**src/rtl/monrt_pkg.sv**
```systemverilog
package monrt_pkg;

  localparam logic [31:0] CODE_NONE   = 32'h0000_0000;
  localparam logic [31:0] CODE_CENTRE = 32'h1800_0000;
  localparam logic [31:0] CODE_ONE    = 32'h2000_0000;

  // What one control register holds after the write value is classified
  typedef enum logic [1:0] {
    CLS_NONE   = 2'd0,
    CLS_CENTRE = 2'd1,
    CLS_ONE    = 2'd2,
    CLS_OTHER  = 2'd3
  } codeClass_e;

  // Routing mode of one channel after the left/right pair is decoded
  typedef enum logic [1:0] {
    MODE_OFF    = 2'd0,
    MODE_OUT1   = 2'd1,
    MODE_OUT2   = 2'd2,
    MODE_CENTRE = 2'd3
  } routeMode_e;

  // Strobes that the control side gives to the datapath
  typedef struct packed {
    logic capture;
  } ctrlStrobe_t;

  function automatic codeClass_e classify(input logic [31:0] value);
    case (value)
      CODE_NONE:   return CLS_NONE;
      CODE_CENTRE: return CLS_CENTRE;
      CODE_ONE:    return CLS_ONE;
      default:     return CLS_OTHER;
    endcase
  endfunction

  function automatic routeMode_e pairToMode(input codeClass_e leftCls,
                                            input codeClass_e rightCls);
    if (leftCls == CLS_ONE && rightCls == CLS_NONE)          return MODE_OUT1;
    else if (leftCls == CLS_NONE && rightCls == CLS_ONE)     return MODE_OUT2;
    else if (leftCls == CLS_CENTRE && rightCls == CLS_CENTRE) return MODE_CENTRE;
    else                                                     return MODE_OFF;
  endfunction

endpackage

```
**src/rtl/monrt_ctrl.sv**
```systemverilog
module monrt_ctrl
  import monrt_pkg::*;
#(
  parameter int NUM_CH    = 18,
  parameter int ADDR_W    = 12,
  parameter int BASE_ADDR = 'h300
) (
  input  logic                  clk,
  input  logic                  rstN,
  input  logic                  regWrEn,
  input  logic [ADDR_W-1:0]     regAddr,
  input  logic [31:0]           regWrData,
  input  logic                  frameStrobe,
  output ctrlStrobe_t           strobes,
  output logic [2*NUM_CH-1:0]   modeBus
);

  localparam int SPAN = NUM_CH * 8;
  localparam int CH_W = (NUM_CH > 1) ? $clog2(NUM_CH) : 1;

  logic [ADDR_W-1:0] offset;
  logic              addrHit;
  logic [CH_W-1:0]   chIdx;
  logic              rightSide;
  codeClass_e        wrClass;

  assign offset    = regAddr - ADDR_W'(BASE_ADDR);
  assign addrHit   = regWrEn
                   && (regAddr >= ADDR_W'(BASE_ADDR))
                   && (offset < ADDR_W'(SPAN))
                   && (offset[1:0] == 2'b00);
  assign chIdx     = offset[CH_W+2:3];
  assign rightSide = offset[2];
  assign wrClass   = classify(regWrData);

  assign strobes.capture = frameStrobe;

  for (genvar g = 0; g < NUM_CH; g++) begin : gChan
    codeClass_e leftCls, rightCls;
    logic       selThis;

    assign selThis = addrHit && (chIdx == CH_W'(g));

    always_ff @(posedge clk) begin
      if (!rstN) begin
        leftCls  <= CLS_NONE;
        rightCls <= CLS_NONE;
      end else if (selThis) begin
        if (rightSide) rightCls <= wrClass;
        else           leftCls  <= wrClass;
      end
    end

    assign modeBus[2*g +: 2] = pairToMode(leftCls, rightCls);
  end

endmodule

```
**src/rtl/monrt_datapath.sv**
```systemverilog
module monrt_datapath
  import monrt_pkg::*;
#(
  parameter int NUM_CH   = 18,
  parameter int SAMPLE_W = 24
) (
  input  logic                         clk,
  input  logic                         rstN,
  input  ctrlStrobe_t                  strobes,
  input  logic [2*NUM_CH-1:0]          modeBus,
  input  logic [NUM_CH*SAMPLE_W-1:0]   samplesIn,
  output logic [SAMPLE_W-1:0]          monOut1,
  output logic [SAMPLE_W-1:0]          monOut2,
  output logic                         outValid
);

  localparam int ACC_W = SAMPLE_W + $clog2(NUM_CH) + 1;
  localparam logic signed [ACC_W-1:0] SAT_MAX = ACC_W'((1 << (SAMPLE_W-1)) - 1);
  localparam logic signed [ACC_W-1:0] SAT_MIN = -ACC_W'(1 << (SAMPLE_W-1));

  logic signed [ACC_W-1:0] contrib1 [NUM_CH];
  logic signed [ACC_W-1:0] contrib2 [NUM_CH];
  logic signed [ACC_W-1:0] sum1, sum2;

  for (genvar g = 0; g < NUM_CH; g++) begin : gTap
    logic signed [SAMPLE_W-1:0] smp;
    logic signed [ACC_W-1:0]    full, half;
    routeMode_e                 mode;

    assign smp  = $signed(samplesIn[g*SAMPLE_W +: SAMPLE_W]);
    assign full = ACC_W'(smp);
    assign half = full >>> 1;
    assign mode = routeMode_e'(modeBus[2*g +: 2]);

    always_comb begin
      contrib1[g] = '0;
      contrib2[g] = '0;
      case (mode)
        MODE_OUT1:   contrib1[g] = full;
        MODE_OUT2:   contrib2[g] = full;
        MODE_CENTRE: begin
          contrib1[g] = half;
          contrib2[g] = half;
        end
        default: ;
      endcase
    end
  end

  always_comb begin
    sum1 = '0;
    sum2 = '0;
    for (int i = 0; i < NUM_CH; i++) begin
      sum1 = sum1 + contrib1[i];
      sum2 = sum2 + contrib2[i];
    end
  end

  function automatic logic [SAMPLE_W-1:0] clampTo(input logic signed [ACC_W-1:0] v);
    if (v > SAT_MAX)      return SAT_MAX[SAMPLE_W-1:0];
    else if (v < SAT_MIN) return SAT_MIN[SAMPLE_W-1:0];
    else                  return v[SAMPLE_W-1:0];
  endfunction

  always_ff @(posedge clk) begin
    if (!rstN) begin
      monOut1  <= '0;
      monOut2  <= '0;
      outValid <= 1'b0;
    end else begin
      outValid <= strobes.capture;
      if (strobes.capture) begin
        monOut1 <= clampTo(sum1);
        monOut2 <= clampTo(sum2);
      end
    end
  end

endmodule

```
**src/rtl/monitor_router.sv**
```systemverilog
module monitor_router
  import monrt_pkg::*;
#(
  parameter int NUM_CH    = 18,
  parameter int SAMPLE_W  = 24,
  parameter int ADDR_W    = 12,
  parameter int BASE_ADDR = 'h300
) (
  input  logic                        clk,
  input  logic                        rstN,
  input  logic                        regWrEn,
  input  logic [ADDR_W-1:0]           regAddr,
  input  logic [31:0]                 regWrData,
  input  logic                        frameStrobe,
  input  logic [NUM_CH*SAMPLE_W-1:0]  samplesIn,
  output logic [SAMPLE_W-1:0]         monOut1,
  output logic [SAMPLE_W-1:0]         monOut2,
  output logic                        outValid
);

  ctrlStrobe_t         strobes;
  logic [2*NUM_CH-1:0] modeBus;

  monrt_ctrl #(
    .NUM_CH   (NUM_CH),
    .ADDR_W   (ADDR_W),
    .BASE_ADDR(BASE_ADDR)
  ) uCtrl (
    .clk        (clk),
    .rstN       (rstN),
    .regWrEn    (regWrEn),
    .regAddr    (regAddr),
    .regWrData  (regWrData),
    .frameStrobe(frameStrobe),
    .strobes    (strobes),
    .modeBus    (modeBus)
  );

  monrt_datapath #(
    .NUM_CH  (NUM_CH),
    .SAMPLE_W(SAMPLE_W)
  ) uPath (
    .clk      (clk),
    .rstN     (rstN),
    .strobes  (strobes),
    .modeBus  (modeBus),
    .samplesIn(samplesIn),
    .monOut1  (monOut1),
    .monOut2  (monOut2),
    .outValid (outValid)
  );

endmodule

```
**config.mk**
```make
export PLATFORM = sky130hd
export DESIGN_NAME = monitor_router
export DESIGN_NICKNAME = d
export VERILOG_FILES = /design/src/rtl/monrt_pkg.sv /design/src/rtl/monrt_ctrl.sv /design/src/rtl/monrt_datapath.sv /design/src/rtl/monitor_router.sv
export SDC_FILE = /design/constraint.sdc
export NUM_CORES = 2
export LEC_CHECK = 0
export ABC_AREA = 1
export BUFFER_PORTS_ARGS = -buffer_cell sky130_fd_sc_hd__buf_2
export CORE_MARGIN = 5
export CORE_UTILIZATION = 35
export CTS_CLUSTER_DIAMETER = 50
export DETAILED_ROUTE_END_ITERATION = 10
export PLACE_DENSITY = 0.57
export SKIP_CTS_REPAIR_TIMING = 1
export SYNTH_ARGS = -nofsm -noshare
export SYNTH_HDL_FRONTEND = slang
export SYNTH_SLANG_ARGS = --single-unit
```
**constraint.sdc**
```tcl
create_clock -name clk -period 6.9 [get_ports clk]
set_input_delay 0.345 -clock clk [delete_from_list [all_inputs] [get_ports clk]]
set_output_delay 0.345 -clock clk [all_outputs]
set_load 0.01 [all_outputs]
```
==> qor.csv <==
stage;metric;value;unit
synthesis;synth_seq_area_share;6.39;%
routing;drt_iter0_markers;4128;
pwr;power.leakage;0.0230;µW
routing;drt-total-wl;165;mm
layout;nFillCells;11143;
synthesis;yosys_warnings;0;
clock_network;clk_latency;0.50;ns
critical_path;cpMostUsedCell;inv_1;
synthesis;synth-async-reset-ratio;0;%
pwr;p_total;2200;µW
layout;nets;6949;
placed_design;place_congestion;0.995;
critical_path;worst_path_max_delay_cell;fa_1;
timing;worst_hold_slack;0.357;ns
floorplan;die_area;115000;µm²
layout;final_common_cell;inv_1;
pwr;p_clk_share;43.9;%
routing;drt-pass1-iter-count;6;
synthesis;synth-seq-cells;121;
pwr;pwr-share-comb;23.6;%
critical_path;cp_num_buf_inv;9;
pwr;p_int;1450;µW
routing;vias;36789;
pwr;ir_drop;0.203;mV
global_route;use_met2;42.7;%
clock_network;cts_tree;built;
timing;hold_viol_final;0;
global_route;grt_pass1_wl;241;mm
layout;final_cell_mix;1984 x inv_1, 774 x o22ai_1, 751 x fa_1, 528 x buf_2, 350 x nand2_1;
floorplan;row_count;120;
global_route;met3_usage;6.53;%
floorplan;boundaryPins;529;
layout;drive_gt1_share;17.5;%
clock_network;cts_buffers;17;
critical_path;worst-path-max-fanout;19;
critical_path;crit_path_end_kind;flip-flop;
synthesis;ys_types;43;
layout;final_util;41.6;%
timing;fmaxAchievable;150;MHz
routing;route.detailed.drc;0;
global_route;grt_pass1_vias;37138;
timing;fin_skew;0.0324;ns
pwr;p_seq_share;32.5;%
critical_path;cp_top_family;adder cells;
global_route;gr-usage-all-layers;28.1;%
floorplan;die-height;339;µm
clock_network;clock_path_buffers;2;
global_route;grt_max_degree;48;
clock_network;clk_pin_slew;0.07;ns
clock_network;htree_levels;4;
pwr;power_per_cell_area;49.3;nW/µm²
synthesis;synth_area;37900;µm²
global_route;grtUsageMet1;40.1;%
timing;fin_crit_sh;96.3;%
pwr;switching_share;34.1;%
floorplan;core;107000;µm²
critical_path;critPathKind;reg -> reg;
synthesis;synth_edf_count;0;
critical_path;cp-start-kind;flip-flop;
synthesis;synth_nets;6434;
floorplan;start_util;35.3;%
critical_path;critPathRequiredTime;7.33;ns
flow_run;cap_violations;0;
global_route;antenna_found_initial;11;
status;outcome;complete, no violations;
layout;syn_to_final_growth;17.9;%
clock_network;cts.sinks;121;
synthesis;synthCells;5096;
timing;worst_pin_slew;1.00;ns
critical_path;slowest_delay;0.69;ns
global_route;grt_overflow;0;
timing;fin_crit;6.65;ns
placed_design;numPortBuffers;528;
min_path;hold_path_class;in -> reg;
timing;setup_viol;0;
critical_path;worst_ep_arrival_time;7.08;ns
routing;viasPerCell;5.23;
timing;drv_slew;0;
clock_network;root_buffer;clkbuf_16;
global_route;grt_busiest_layer;met2;
pwr;p_sw;751;µW
placed_design;dpl.hpwl;145;mm
synthesis;ys.flop_type;dfxtp_1;
floorplan;die_w;339;µm
layout;final_area;44700;µm²
routing;wl_per_cell;23.4;µm
synthesis;syn_avg_cell_area;7.44;µm²
placed_design;place_area;43100;µm²
timing;slew_headroom;32.8;%
routing;ant_nets;0;
sequential cells by signal, indices dropped and copies added, names as in the netlist:
name                  count
uPath.monOut1            24
uCtrl.gChan.rightCls     36
uPath.monOut2            24
uPath.outValid            1
uCtrl.gChan.leftCls      36
worst reg2reg max path, delay by kind of cell, from the launching register on:
family	cells	cell delay, ns
flip-flops	1	0.36
buffers and inverters	9	0.74
AND/OR/NAND/NOR	10	1.41
AO/OA/AOI/OAI	3	0.48
adder cells (fa/ha/maj)	7	3.61
area by class of cell:
| cell class | count | area [µm²] | share of cell area (%) |
|---|---|---|---|
| diodes | 6 | 15.0 | 0.0336 |
| clock buffers | 19 | 443 | 0.991 |
| clock inverters | 13 | 166 | 0.372 |
| inverters | 1998 | 7520 | 16.8 |
| flip-flops and latches | 121 | 2430 | 5.44 |
| repair buffers | 681 | 4250 | 9.50 |
| multi-input cells | 2792 | 28100 | 62.9 |
| well taps | 1403 | 1760 | 3.93 |
path summary, 6_finish.rpt:
check / end / from / cells after the start / slack (ns)
max reg2reg: uPath.monOut2[16] / uCtrl.gChan[10].leftCls[0] / 29 / 0.25
min: uCtrl.gChan[16].rightCls[1] / regAddr[7] / 4 / 0.36
min reg2reg: uPath.monOut2[1] / uPath.monOut2[1] / 2 / 0.46
max: uPath.monOut2[16] / uCtrl.gChan[10].leftCls[0] / 29 / 0.25
power by group through the flow:
stage	Combinational (µW)	Clock (µW)	Sequential [µW]
floorplan	184	0	737
detailed placement	498	0	732
global placement	499	0	732
CTS	500	996	717
finish	520	966	717
global route	546	1020	717
synth_stat cells, types with 2 or more instances:
cell / number / area share, %
nor2_2: 17 / 0.28
nor3_1: 10 / 0.13
or2_1: 2 / 0.033
xor2_1: 19 / 0.44
xnor2_1: 21 / 0.49
buf_2: 10 / 0.13
clkbuf_1: 153 / 1.5
inv_2: 12 / 0.12
o22ai_1: 792 / 13
a21oi_2: 12 / 0.28
inv_1: 1985 / 20
buf_6: 4 / 0.12
a21oi_1: 111 / 1.5
nand2_2: 36 / 0.59
buf_1: 16 / 0.16
a21oi_4: 2 / 0.086
nand4_1: 30 / 0.50
ha_1: 70 / 2.3
o21ai_2: 2 / 0.046
nand2_4: 4 / 0.12
a31oi_1: 9 / 0.15
dfxtp_1: 121 / 6.4
nand3_2: 5 / 0.13
a21boi_0: 12 / 0.24
a211oi_1: 36 / 0.71
nor3_2: 5 / 0.13
buf_4: 2 / 0.040
nor4_1: 32 / 0.53
nand3_1: 68 / 0.90
nor2_1: 194 / 1.9
nand2_1: 370 / 3.7
fa_1: 788 / 42
o21ai_0: 128 / 1.7
nand3b_1: 3 / 0.059
or2_2: 7 / 0.12
cell families (layout without fill, tap and decap cells):
| family | after synthesis | in the layout | synth area share (%) |
|---|---|---|---|
| xor+xnor | 40 | 40 | 0.924 |
| other cells | 0 | 6 | 0 |
| buf+inv | 2184 | 2711 | 21.8 |
| flops | 121 | 121 | 6.39 |
| fa+ha+maj | 858 | 858 | 43.9 |
| compound gates | 1105 | 1105 | 17.8 |
| simple gates | 788 | 789 | 9.22 |
per-stage QoR:
| stage | setup WS, ns | std cells | setup TNS [ns] |
|---|---|---|---|
| 5_1_grt | -0.0403 | 7028 | -0.729 |
| 3_5_place_dp | -0.142 | 6988 | -2.50 |
| 3_3_place_gp | -0.131 | 6988 | -2.65 |
| 6_report | 0.253 | 7033 | 0 |
| 2_1_floorplan | 0.679 | 5096 | 0 |
| 4_1_cts | -0.166 | 7020 | -3.25 |
per-layer routing:
metal | routed length, µm | part of all wire [%]
met2 | 70600 | 43
met4 | 6220 | 3.8
met5 | 27 | 0.016
met3 | 17600 | 11
met1 | 70300 | 43
Note: power is estimated with default switching activity, not from simulation.
